[src/rtl/pwr_seq_pkg.sv]
package pwr_seq_pkg;

  localparam int ADDR_W  = 12;
  localparam int DATA_W  = 32;
  localparam int STATE_W = 3;
  localparam int IDX_W   = 6;

  // register pages selected by bus_addr[11:8]
  localparam logic [3:0] PG_GLOBAL = 4'h0;
  localparam logic [3:0] PG_DCTL   = 4'h1;
  localparam logic [3:0] PG_DSTAT  = 4'h2;
  localparam logic [3:0] PG_MCTL   = 4'h4;
  localparam logic [3:0] PG_MSTAT  = 4'h6;

  // words inside the global page
  localparam logic [IDX_W-1:0] GW_CMD  = 6'd0;
  localparam logic [IDX_W-1:0] GW_BUSY = 6'd1;
  localparam logic [IDX_W-1:0] GW_PEND = 6'd2;

  // bit positions software depends on
  localparam int DCTL_REQ_BIT = 0;
  localparam int DCTL_ACK_BIT = 8;
  localparam int MSTAT_CLK_BIT = 12;

  typedef enum logic [1:0] {
    DS_IDLE,
    DS_WAIT_ACK,
    DS_PWRUP,
    DS_MODS
  } dom_state_e;

  function automatic logic clk_running(input logic [STATE_W-1:0] st);
    return (st == 3'd1) || (st == 3'd3);
  endfunction

endpackage

[src/rtl/pwr_seq_rst_sync.sv]
module pwr_seq_rst_sync (
  input  logic clk,
  input  logic rst_n,
  output logic rst_sync_n
);
  logic [1:0] sync_q;

  always_ff @(posedge clk or negedge rst_n) begin
    if (!rst_n) sync_q <= 2'b00;
    else        sync_q <= {sync_q[0], 1'b1};
  end

  assign rst_sync_n = sync_q[1];
endmodule

[src/rtl/pwr_seq_dom_fsm.sv]
module pwr_seq_dom_fsm
  import pwr_seq_pkg::*;
#(
  parameter int PWRUP_CYC = 4,
  parameter int MOD_CYC   = 3
) (
  input  logic clk,
  input  logic rst_n,
  input  logic cmd_i,
  input  logic pwr_req_i,
  input  logic ack_i,
  output logic busy_o,
  output logic pend_o,
  output logic on_o,
  output logic commit_o
);
  localparam int MAX_CYC = (PWRUP_CYC > MOD_CYC) ? PWRUP_CYC : MOD_CYC;
  localparam int CNT_W   = $clog2(MAX_CYC + 1);

  dom_state_e       state_q, state_d;
  logic [CNT_W-1:0] cnt_q, cnt_d;
  logic             on_q, on_d;

  always_comb begin
    state_d  = state_q;
    cnt_d    = cnt_q;
    on_d     = on_q;
    commit_o = 1'b0;
    unique case (state_q)
      DS_IDLE: begin
        if (cmd_i) begin
          if (!on_q && pwr_req_i) begin
            state_d = DS_WAIT_ACK;
          end else begin
            state_d = DS_MODS;
            cnt_d   = CNT_W'(MOD_CYC - 1);
          end
        end
      end
      DS_WAIT_ACK: begin
        if (ack_i) begin
          state_d = DS_PWRUP;
          cnt_d   = CNT_W'(PWRUP_CYC - 1);
        end
      end
      DS_PWRUP: begin
        if (cnt_q == '0) begin
          on_d    = 1'b1;
          state_d = DS_MODS;
          cnt_d   = CNT_W'(MOD_CYC - 1);
        end else begin
          cnt_d = cnt_q - 1'b1;
        end
      end
      DS_MODS: begin
        if (cnt_q == '0) begin
          commit_o = 1'b1;
          state_d  = DS_IDLE;
        end else begin
          cnt_d = cnt_q - 1'b1;
        end
      end
      default: state_d = DS_IDLE;
    endcase
  end

  always_ff @(posedge clk or negedge rst_n) begin
    if (!rst_n) begin
      state_q <= DS_IDLE;
      cnt_q   <= '0;
      on_q    <= 1'b0;
    end else begin
      state_q <= state_d;
      cnt_q   <= cnt_d;
      on_q    <= on_d;
    end
  end

  assign busy_o = (state_q != DS_IDLE);
  assign pend_o = (state_q == DS_WAIT_ACK);
  assign on_o   = on_q;
endmodule

[src/rtl/pwr_seq_mod_track.sv]
module pwr_seq_mod_track
  import pwr_seq_pkg::*;
(
  input  logic               clk,
  input  logic               rst_n,
  input  logic               commit_i,
  input  logic [STATE_W-1:0] req_i,
  output logic [STATE_W-1:0] state_o,
  output logic               clk_on_o
);
  logic [STATE_W-1:0] state_q;

  always_ff @(posedge clk or negedge rst_n) begin
    if (!rst_n)        state_q <= '0;
    else if (commit_i) state_q <= req_i;
  end

  assign state_o  = state_q;
  assign clk_on_o = clk_running(state_q);
endmodule

[src/rtl/pwr_seq_ctrl.sv]
module pwr_seq_ctrl
  import pwr_seq_pkg::*;
#(
  parameter int NUM_DOM   = 2,
  parameter int NUM_MOD   = 4,
  parameter int PWRUP_CYC = 4,
  parameter int MOD_CYC   = 3
) (
  input  logic              clk,
  input  logic              rst_n,
  input  logic              bus_vld,
  input  logic              bus_we,
  input  logic [ADDR_W-1:0] bus_addr,
  input  logic [DATA_W-1:0] bus_wdata,
  output logic [DATA_W-1:0] bus_rdata
);
  logic rst_sync_n;

  pwr_seq_rst_sync u_rst_sync (
    .clk       (clk),
    .rst_n     (rst_n),
    .rst_sync_n(rst_sync_n)
  );

  // address decode
  logic             acc_ok, wr_en, rd_en;
  logic [3:0]       page;
  logic [IDX_W-1:0] idx;

  assign page   = bus_addr[11:8];
  assign idx    = bus_addr[7:2];
  assign acc_ok = bus_vld && (bus_addr[1:0] == 2'b00);
  assign wr_en  = acc_ok && bus_we;
  assign rd_en  = acc_ok && !bus_we;

  // domain side
  logic [NUM_DOM-1:0] dom_req_q, dom_ack_q, dom_cmd;
  logic [NUM_DOM-1:0] dom_busy, dom_pend, dom_on, dom_commit;

  assign dom_cmd = (wr_en && page == PG_GLOBAL && idx == GW_CMD)
                 ? bus_wdata[NUM_DOM-1:0] : '0;

  for (genvar d = 0; d < NUM_DOM; d++) begin : g_dom
    logic wr_dctl;
    assign wr_dctl = wr_en && (page == PG_DCTL) && (idx == IDX_W'(d));

    always_ff @(posedge clk or negedge rst_sync_n) begin
      if (!rst_sync_n) begin
        dom_req_q[d] <= 1'b0;
        dom_ack_q[d] <= 1'b0;
      end else if (wr_dctl) begin
        dom_req_q[d] <= bus_wdata[DCTL_REQ_BIT];
        dom_ack_q[d] <= bus_wdata[DCTL_ACK_BIT];
      end
    end

    pwr_seq_dom_fsm #(
      .PWRUP_CYC(PWRUP_CYC),
      .MOD_CYC  (MOD_CYC)
    ) u_dom (
      .clk      (clk),
      .rst_n    (rst_sync_n),
      .cmd_i    (dom_cmd[d]),
      .pwr_req_i(dom_req_q[d]),
      .ack_i    (dom_ack_q[d]),
      .busy_o   (dom_busy[d]),
      .pend_o   (dom_pend[d]),
      .on_o     (dom_on[d]),
      .commit_o (dom_commit[d])
    );
  end

  // module side: module m sits in domain m % NUM_DOM
  logic [NUM_MOD-1:0][STATE_W-1:0] mod_req_q, mod_state;
  logic [NUM_MOD-1:0]              mod_clk_on;

  for (genvar m = 0; m < NUM_MOD; m++) begin : g_mod
    logic wr_mctl;
    assign wr_mctl = wr_en && (page == PG_MCTL) && (idx == IDX_W'(m));

    always_ff @(posedge clk or negedge rst_sync_n) begin
      if (!rst_sync_n)  mod_req_q[m] <= '0;
      else if (wr_mctl) mod_req_q[m] <= bus_wdata[STATE_W-1:0];
    end

    pwr_seq_mod_track u_trk (
      .clk     (clk),
      .rst_n   (rst_sync_n),
      .commit_i(dom_commit[m % NUM_DOM]),
      .req_i   (mod_req_q[m]),
      .state_o (mod_state[m]),
      .clk_on_o(mod_clk_on[m])
    );
  end

  // read path
  logic [DATA_W-1:0] rd_word, rdata_q;

  always_comb begin
    rd_word = '0;
    unique case (page)
      PG_GLOBAL: begin
        if (idx == GW_BUSY) rd_word = DATA_W'(dom_busy);
        if (idx == GW_PEND) rd_word = DATA_W'(dom_pend);
      end
      PG_DCTL: begin
        for (int d = 0; d < NUM_DOM; d++) begin
          if (idx == IDX_W'(d)) begin
            rd_word[DCTL_REQ_BIT] = dom_req_q[d];
            rd_word[DCTL_ACK_BIT] = dom_ack_q[d];
          end
        end
      end
      PG_DSTAT: begin
        for (int d = 0; d < NUM_DOM; d++) begin
          if (idx == IDX_W'(d)) rd_word[0] = dom_on[d];
        end
      end
      PG_MCTL: begin
        for (int m = 0; m < NUM_MOD; m++) begin
          if (idx == IDX_W'(m)) rd_word[STATE_W-1:0] = mod_req_q[m];
        end
      end
      PG_MSTAT: begin
        for (int m = 0; m < NUM_MOD; m++) begin
          if (idx == IDX_W'(m)) begin
            rd_word[STATE_W-1:0]   = mod_state[m];
            rd_word[MSTAT_CLK_BIT] = mod_clk_on[m];
          end
        end
      end
      default: rd_word = '0;
    endcase
  end

  always_ff @(posedge clk or negedge rst_sync_n) begin
    if (!rst_sync_n) rdata_q <= '0;
    else if (rd_en)  rdata_q <= rd_word;
  end

  assign bus_rdata = rdata_q;
endmodule

[config.mk]
export PLATFORM = sky130hd
export DESIGN_NAME = pwr_seq_ctrl
export DESIGN_NICKNAME = d
export VERILOG_FILES = /design/src/rtl/pwr_seq_pkg.sv /design/src/rtl/pwr_seq_rst_sync.sv /design/src/rtl/pwr_seq_dom_fsm.sv /design/src/rtl/pwr_seq_mod_track.sv /design/src/rtl/pwr_seq_ctrl.sv
export SDC_FILE = /design/constraint.sdc
export NUM_CORES = 1
export LEC_CHECK = 0
export CAP_MARGIN = 15
export CORE_MARGIN = 3
export CORE_UTILIZATION = 52
export CTS_CLUSTER_SIZE = 24
export DETAILED_ROUTE_END_ITERATION = 8
export HOLD_SLACK_MARGIN = 0.08
export PLACE_DENSITY = 0.86
export SLEW_MARGIN = 15
export SYNTH_ARGS = -nofsm -noshare
export SYNTH_HDL_FRONTEND = slang
export SYNTH_SLANG_ARGS = --single-unit
[constraint.sdc]
create_clock -name clk -period 2.43 [get_ports clk]
set_clock_uncertainty 0.2 [all_clocks]
set_input_delay 0.3645 -clock clk [delete_from_list [all_inputs] [get_ports clk]]
set_output_delay 0.3645 -clock clk [all_outputs]
set_load 0.005 [all_outputs]
* Yosys cells after proc, flatten, opt, wreduce, memory -nomap -nowiden *
Cells that the tools add are included.

storage, ports and cells
  bits of input ports = 48
  register bits after elaboration = 74
  output and inout bits = 32
  word-level logic and storage cells = 148

operators by class
  add/subtract/negate cells = 2
  mux-type cells = 56
  equality and inequality tests = 33
  reduce and logical (&&, ||, !) cells = 37

operators by type and width
  kind                                                                   count
  3-bit two-way mux                                                      19
  32-bit two-way mux                                                     1
  2-bit two-way mux                                                      12
  3-bit case mux with 4 select lines                                     2
  19-bit two-way mux                                                     1
  2-bit != test, second input constant                                   8
  2-bit case mux with 4 select lines                                     2
  4-bit AND reduction                                                    4
  1-bit logical AND                                                      15
  1-bit two-way mux                                                      14
  3-bit by 1-bit equality test with 1-bit output, second input constant  4
  3-bit by 2-bit equality test with 1-bit output, second input constant  4
  6-bit by 2-bit equality test with 1-bit output, second input constant  2
  2-bit equality test, second input constant                             4
  4-bit by 3-bit equality test with 1-bit output, second input constant  2
  2-bit by 1-bit != test with 1-bit output, second input constant        4
  6-bit by 1-bit equality test with 1-bit output, second input constant  1
  2-bit logical NOT                                                      3
  3-bit logical NOT                                                      2
  6-bit logical NOT                                                      1
  2-bit case mux with 3 select lines                                     1
  3-bit by 1-bit subtractor with 3-bit output, second input constant     2
  5-bit two-way mux                                                      1
  1-bit case mux with 5 select lines                                     1
  9 further kinds                                                        18

* Longest topological paths before layout *
  depth after elaboration = 8
  depth in mapped cells = 7

* Hierarchy *
A second synthesis with hierarchy kept.

second synthesis, totals
  cell total of the unflattened synthesis = 266
  area total of the unflattened synthesis = 2940.3 µm²

modules (own cells, without submodules)
  module             sequential area each (µm²)  cells each  instances  area each (µm²)
  pwr_seq_ctrl       525.5                       141         1          1525.2
  pwr_seq_dom_fsm    150.1                       47          2          450.4
  pwr_seq_mod_track  75.1                        7           4          115.1
  pwr_seq_rst_sync   50.0                        3           1          53.8

* Least setup slack after synthesis *
No wires, ideal clock.

  kind = input-to-reg
  start = input port bus_addr[7]
  end = register g_dom[1].u_dom.cnt_q[0]
  setup time = 0.127 ns
  path slack = -0.071 ns
  data arrival time = 2.174 ns
  data required time = 2.103 ns
  cell stages on the path = 6
  cells stage by stage = or4_1 -> buf_2 -> or4_4 -> o21a_4 -> nor2b_4 -> mux2_1

on the way
  word-level cells in the longest chain between the ends = 5

ends and longest elaborated chain
  what                                  RTL line               text
  start: declaration                    pwr_seq_ctrl.sv:13     input logic [ADDR_W-1:0] bus_addr,
  6-bit logical NOT                     pwr_seq_ctrl.sv:40     assign dom_cmd = (wr_en && page == PG_GLOBAL && idx == GW_CMD)
  1-bit logical AND                     pwr_seq_ctrl.sv:40
  2-bit two-way mux                     pwr_seq_ctrl.sv:41     ? bus_wdata[NUM_DOM-1:0] : '0;
  2-bit != test (no source line)        n/a
  4-bit AND reduction (no source line)  n/a
  end signal: assignment                pwr_seq_dom_fsm.sv:74  cnt_q <= cnt_d;
  end: declaration                      pwr_seq_dom_fsm.sv:21  logic [CNT_W-1:0] cnt_q, cnt_d;

Every way passes these cells.
A chain may end at the register's enable or synchronous reset.

* Worst setup path after layout *
  start = input port bus_addr[3]
  end = register g_dom[1].u_dom.cnt_q[0]

Same word-level chain as after synthesis.

==> results.cfg <==
[outcome]
outcome = finished, final reports clean

[finish]
nets = 397
fill_cells = 413
final_layout_size_suffix_gt1_share_pct = 24.9
syn_to_final_growth_pct = 18.5
n_antenna_cell = 0

[sta]
relSlewSlack_pct = 43.1
fmax_ghz = 0.417
slew_violations = 0
period_needed_ns = 2.40
setup_violations = 0
fin_crit_sh_pct = 98.7
rsz0062_at_grt = false
holdWs_ns = 0.0853
worst_pin_slew_ns = 0.851
setup_tns_ns = 0
hold_viol = 0

[power]
ir_drop_uv = 456
p_per_area_nw_per_um2 = 764
p_leak_uw = 0.00167

[clock_tree]
root_buffer = clkbuf_8
clk_pin_slew_ns = 0.09
worstSkewPairLatency_ns = 0.31
cts_tree = done
cts_max_level = 2
clock_sinks = 47
numCtsBuffers = 5
clock_path_buffers = 2

[global_routing]
grt_max_degree = 20
grtUsageMet3_pct = 6.65
use_met2_pct = 37.5
grt-busiest-layer = met2
grt_pass1_wl_mm = 11.3
met1_usage_pct = 27.4
grt.total_usage_pct = 22.4
grt_overflow_total = 0
antenna_found_initial = 0
grt_pass1_vias = 2354

[yosys]
post-synth-top-area-fraction_pct = 40.4
ys_warn_count = 0
synthTopCellsByCount = dfrtp_1 (47), nand2_1 (30), buf_4 (27)
async_flop_share_pct = 100
yosysMostFrequentCell = dfrtp_1
synth.distinct_cells = 53
ys_top_cells_by_area = dfrtp_1 (40%), mux2_2 (10%), buf_4 (7.0%), ha_1 (5.2%), mux4_2 (3.9%)
ys_seq_area_share_pct = 40.4
netlist_instances = 285
synthesis.area_per_instance_um2 = 10.2
synthFlopType = dfrtp_1
synth_area_um2 = 2910
synth_edf_count = 0
ys_ff_latch = 47
yosysTopAreaCell = dfrtp_1

[worst_setup_path]
ff2ff_path_depth = 7
critPathRequiredTime_ns = 2.43
worstSetupPathType = in2reg
start_kind = input port
worstPathArrival_ns = 2.40
crit_fanout = 3
critPathCaptureType = flip-flop

[floorplan]
core.rowCount = 26
ios = 80
start_util_pct = 55.2
die_x_um = 80.8
dieArea_um2 = 6530
die_h_um = 80.8
core_region_area_um2 = 5270

[routing]
drt-initial-drc-count = 199
drtPass1Iterations = 5
vias = 2313
viasPerCell = 5.67
drt-total-wl_mm = 6.67
ant_nets = 0
drcViolationCount = 0
routedWlPerCell_um = 16.3

[hold_path]
hp-class = reg2async

[placed_design]
gp_congestion = 0.917
hpwlAfterDp_mm = 5.04
portBuffers = 24

[flow_run]
cap_violations = 0
-- metal layers --
layer  up-vias  share of wire [%]
li1       1059                  -
met2       117                 47
met1      1117                 42
met4         0                2.5
met5         -                  0
met3        20                8.4
-- state kept, by name (all words and copies together) (netlist names) --
name,cells
bus_rdata,5
dom_ack_q,2
g_dom.u_dom.cnt_q,6
g_mod.u_trk.state_o,12
dom_req_q,2
mod_req_q,12
g_dom.u_dom.on_o,2
u_rst_sync.sync_q,2
g_dom.u_dom.state_q,4
-- power by group --
part	switching, uW	total, uW	internal, uW	leakage, uW
registers	92.4	971	879	0.000619
logic	607	1170	563	0.00100
clock network	286	492	206	0.0000485
total	985	2630	1650	0.00167
-- cell usage in the layout, fill, tap and decap left out, drive strengths merged, types with 5 or more instances in the layout --
cell type,count
nand2b,5
buf,27
clkdlybuf4s50,13
nor2,12
conb,28
dlygate4sd2,6
clkbuf,5
dlymetal6s2s,5
nor3,7
mux4,5
mux2,29
mux2i,6
a21oi,9
nand2,31
dfrtp,47
nand3,7
ha,12
o21ai,12
inv,16
-- per-stage QoR --
| stage | worst slack, ns | instance area (um2) | total power, uW | cells | util (%) |
|---|---|---|---|---|---|
| finish | 0.0306 | 3450 | 2630 | 408 | 65.4 |
| CTS | 0.00704 | 3430 | 2640 | 408 | 65.1 |
| global placement | -0.523 | 3310 | 2090 | 397 | 62.7 |
| global route | 0.0141 | 3450 | 2840 | 408 | 65.4 |
| floorplan | -0.0150 | 3010 | 1880 | 311 | - |
| detailed placement | -0.546 | 3310 | 2150 | 397 | 62.7 |
-- final timing paths --
path | startpoint | end | slack, ns
worst min-delay path | u_rst_sync.sync_q[1]$_DFF_PN0_ | mod_req_q[0]$_DFFE_PN0P_ | 0.09
max in group asynchronous | u_rst_sync.sync_q[1]$_DFF_PN0_ | g_dom[1].u_dom.cnt_q[1]$_DFFE_PN0P_ | 0.71
worst max-delay path | bus_addr[3] | g_dom[1].u_dom.cnt_q[0]$_DFFE_PN0P_ | 0.03
worst min register to register | u_rst_sync.sync_q[1]$_DFF_PN0_ | mod_req_q[0]$_DFFE_PN0P_ | 0.09
worst max register to register | g_dom[1].u_dom.state_q[1]$_DFFE_PN0P_ | g_dom[1].u_dom.cnt_q[0]$_DFFE_PN0P_ | 0.32
min in group clk | u_rst_sync.sync_q[0]$_DFF_PN0_ | u_rst_sync.sync_q[1]$_DFF_PN0_ | 0.16
-- kinds of logic after synthesis --
| kind of cell | count (synthesis) | synth area share, % |
|---|---|---|
| AOI/OAI and AO/OA | 46 | 10.8 |
| adders and majority gates | 12 | 5.16 |
| buffers and inverters | 49 | 9.85 |
| DFF | 47 | 40.4 |
| muxes | 40 | 17.4 |
| other | 2 | 0.258 |
| and+or+nand+nor | 89 | 16.1 |
-- critical path: stages --
cell	delay (ns)
clkdlybuf4s50_1	0.43
or3_4	0.39
or4_4	0.54
o21a_4	0.26
nor2b_4	0.12
mux2_4	0.30
-- timing repair --
action	4_1_cts	5_1_grt
resized for setup	9	7
setup endpoints to repair	12	9
buffers inserted	1	0
pin swaps	4	5
hold buffers	2	0
hold endpoints to repair	21	0
-- final cells by class --
class,instances,area [um2],area share [%]
clock buffers,5,68.8,2.00
clock inverters,3,22.5,0.653
inverters,15,56.3,1.63
multi-input cells,215,1570,45.4
flip-flops and latches,47,1180,34.2
well taps,70,87.6,2.54
repair buffers,53,468,13.6
No activity file was read; power rests on OpenSTA's default activity.
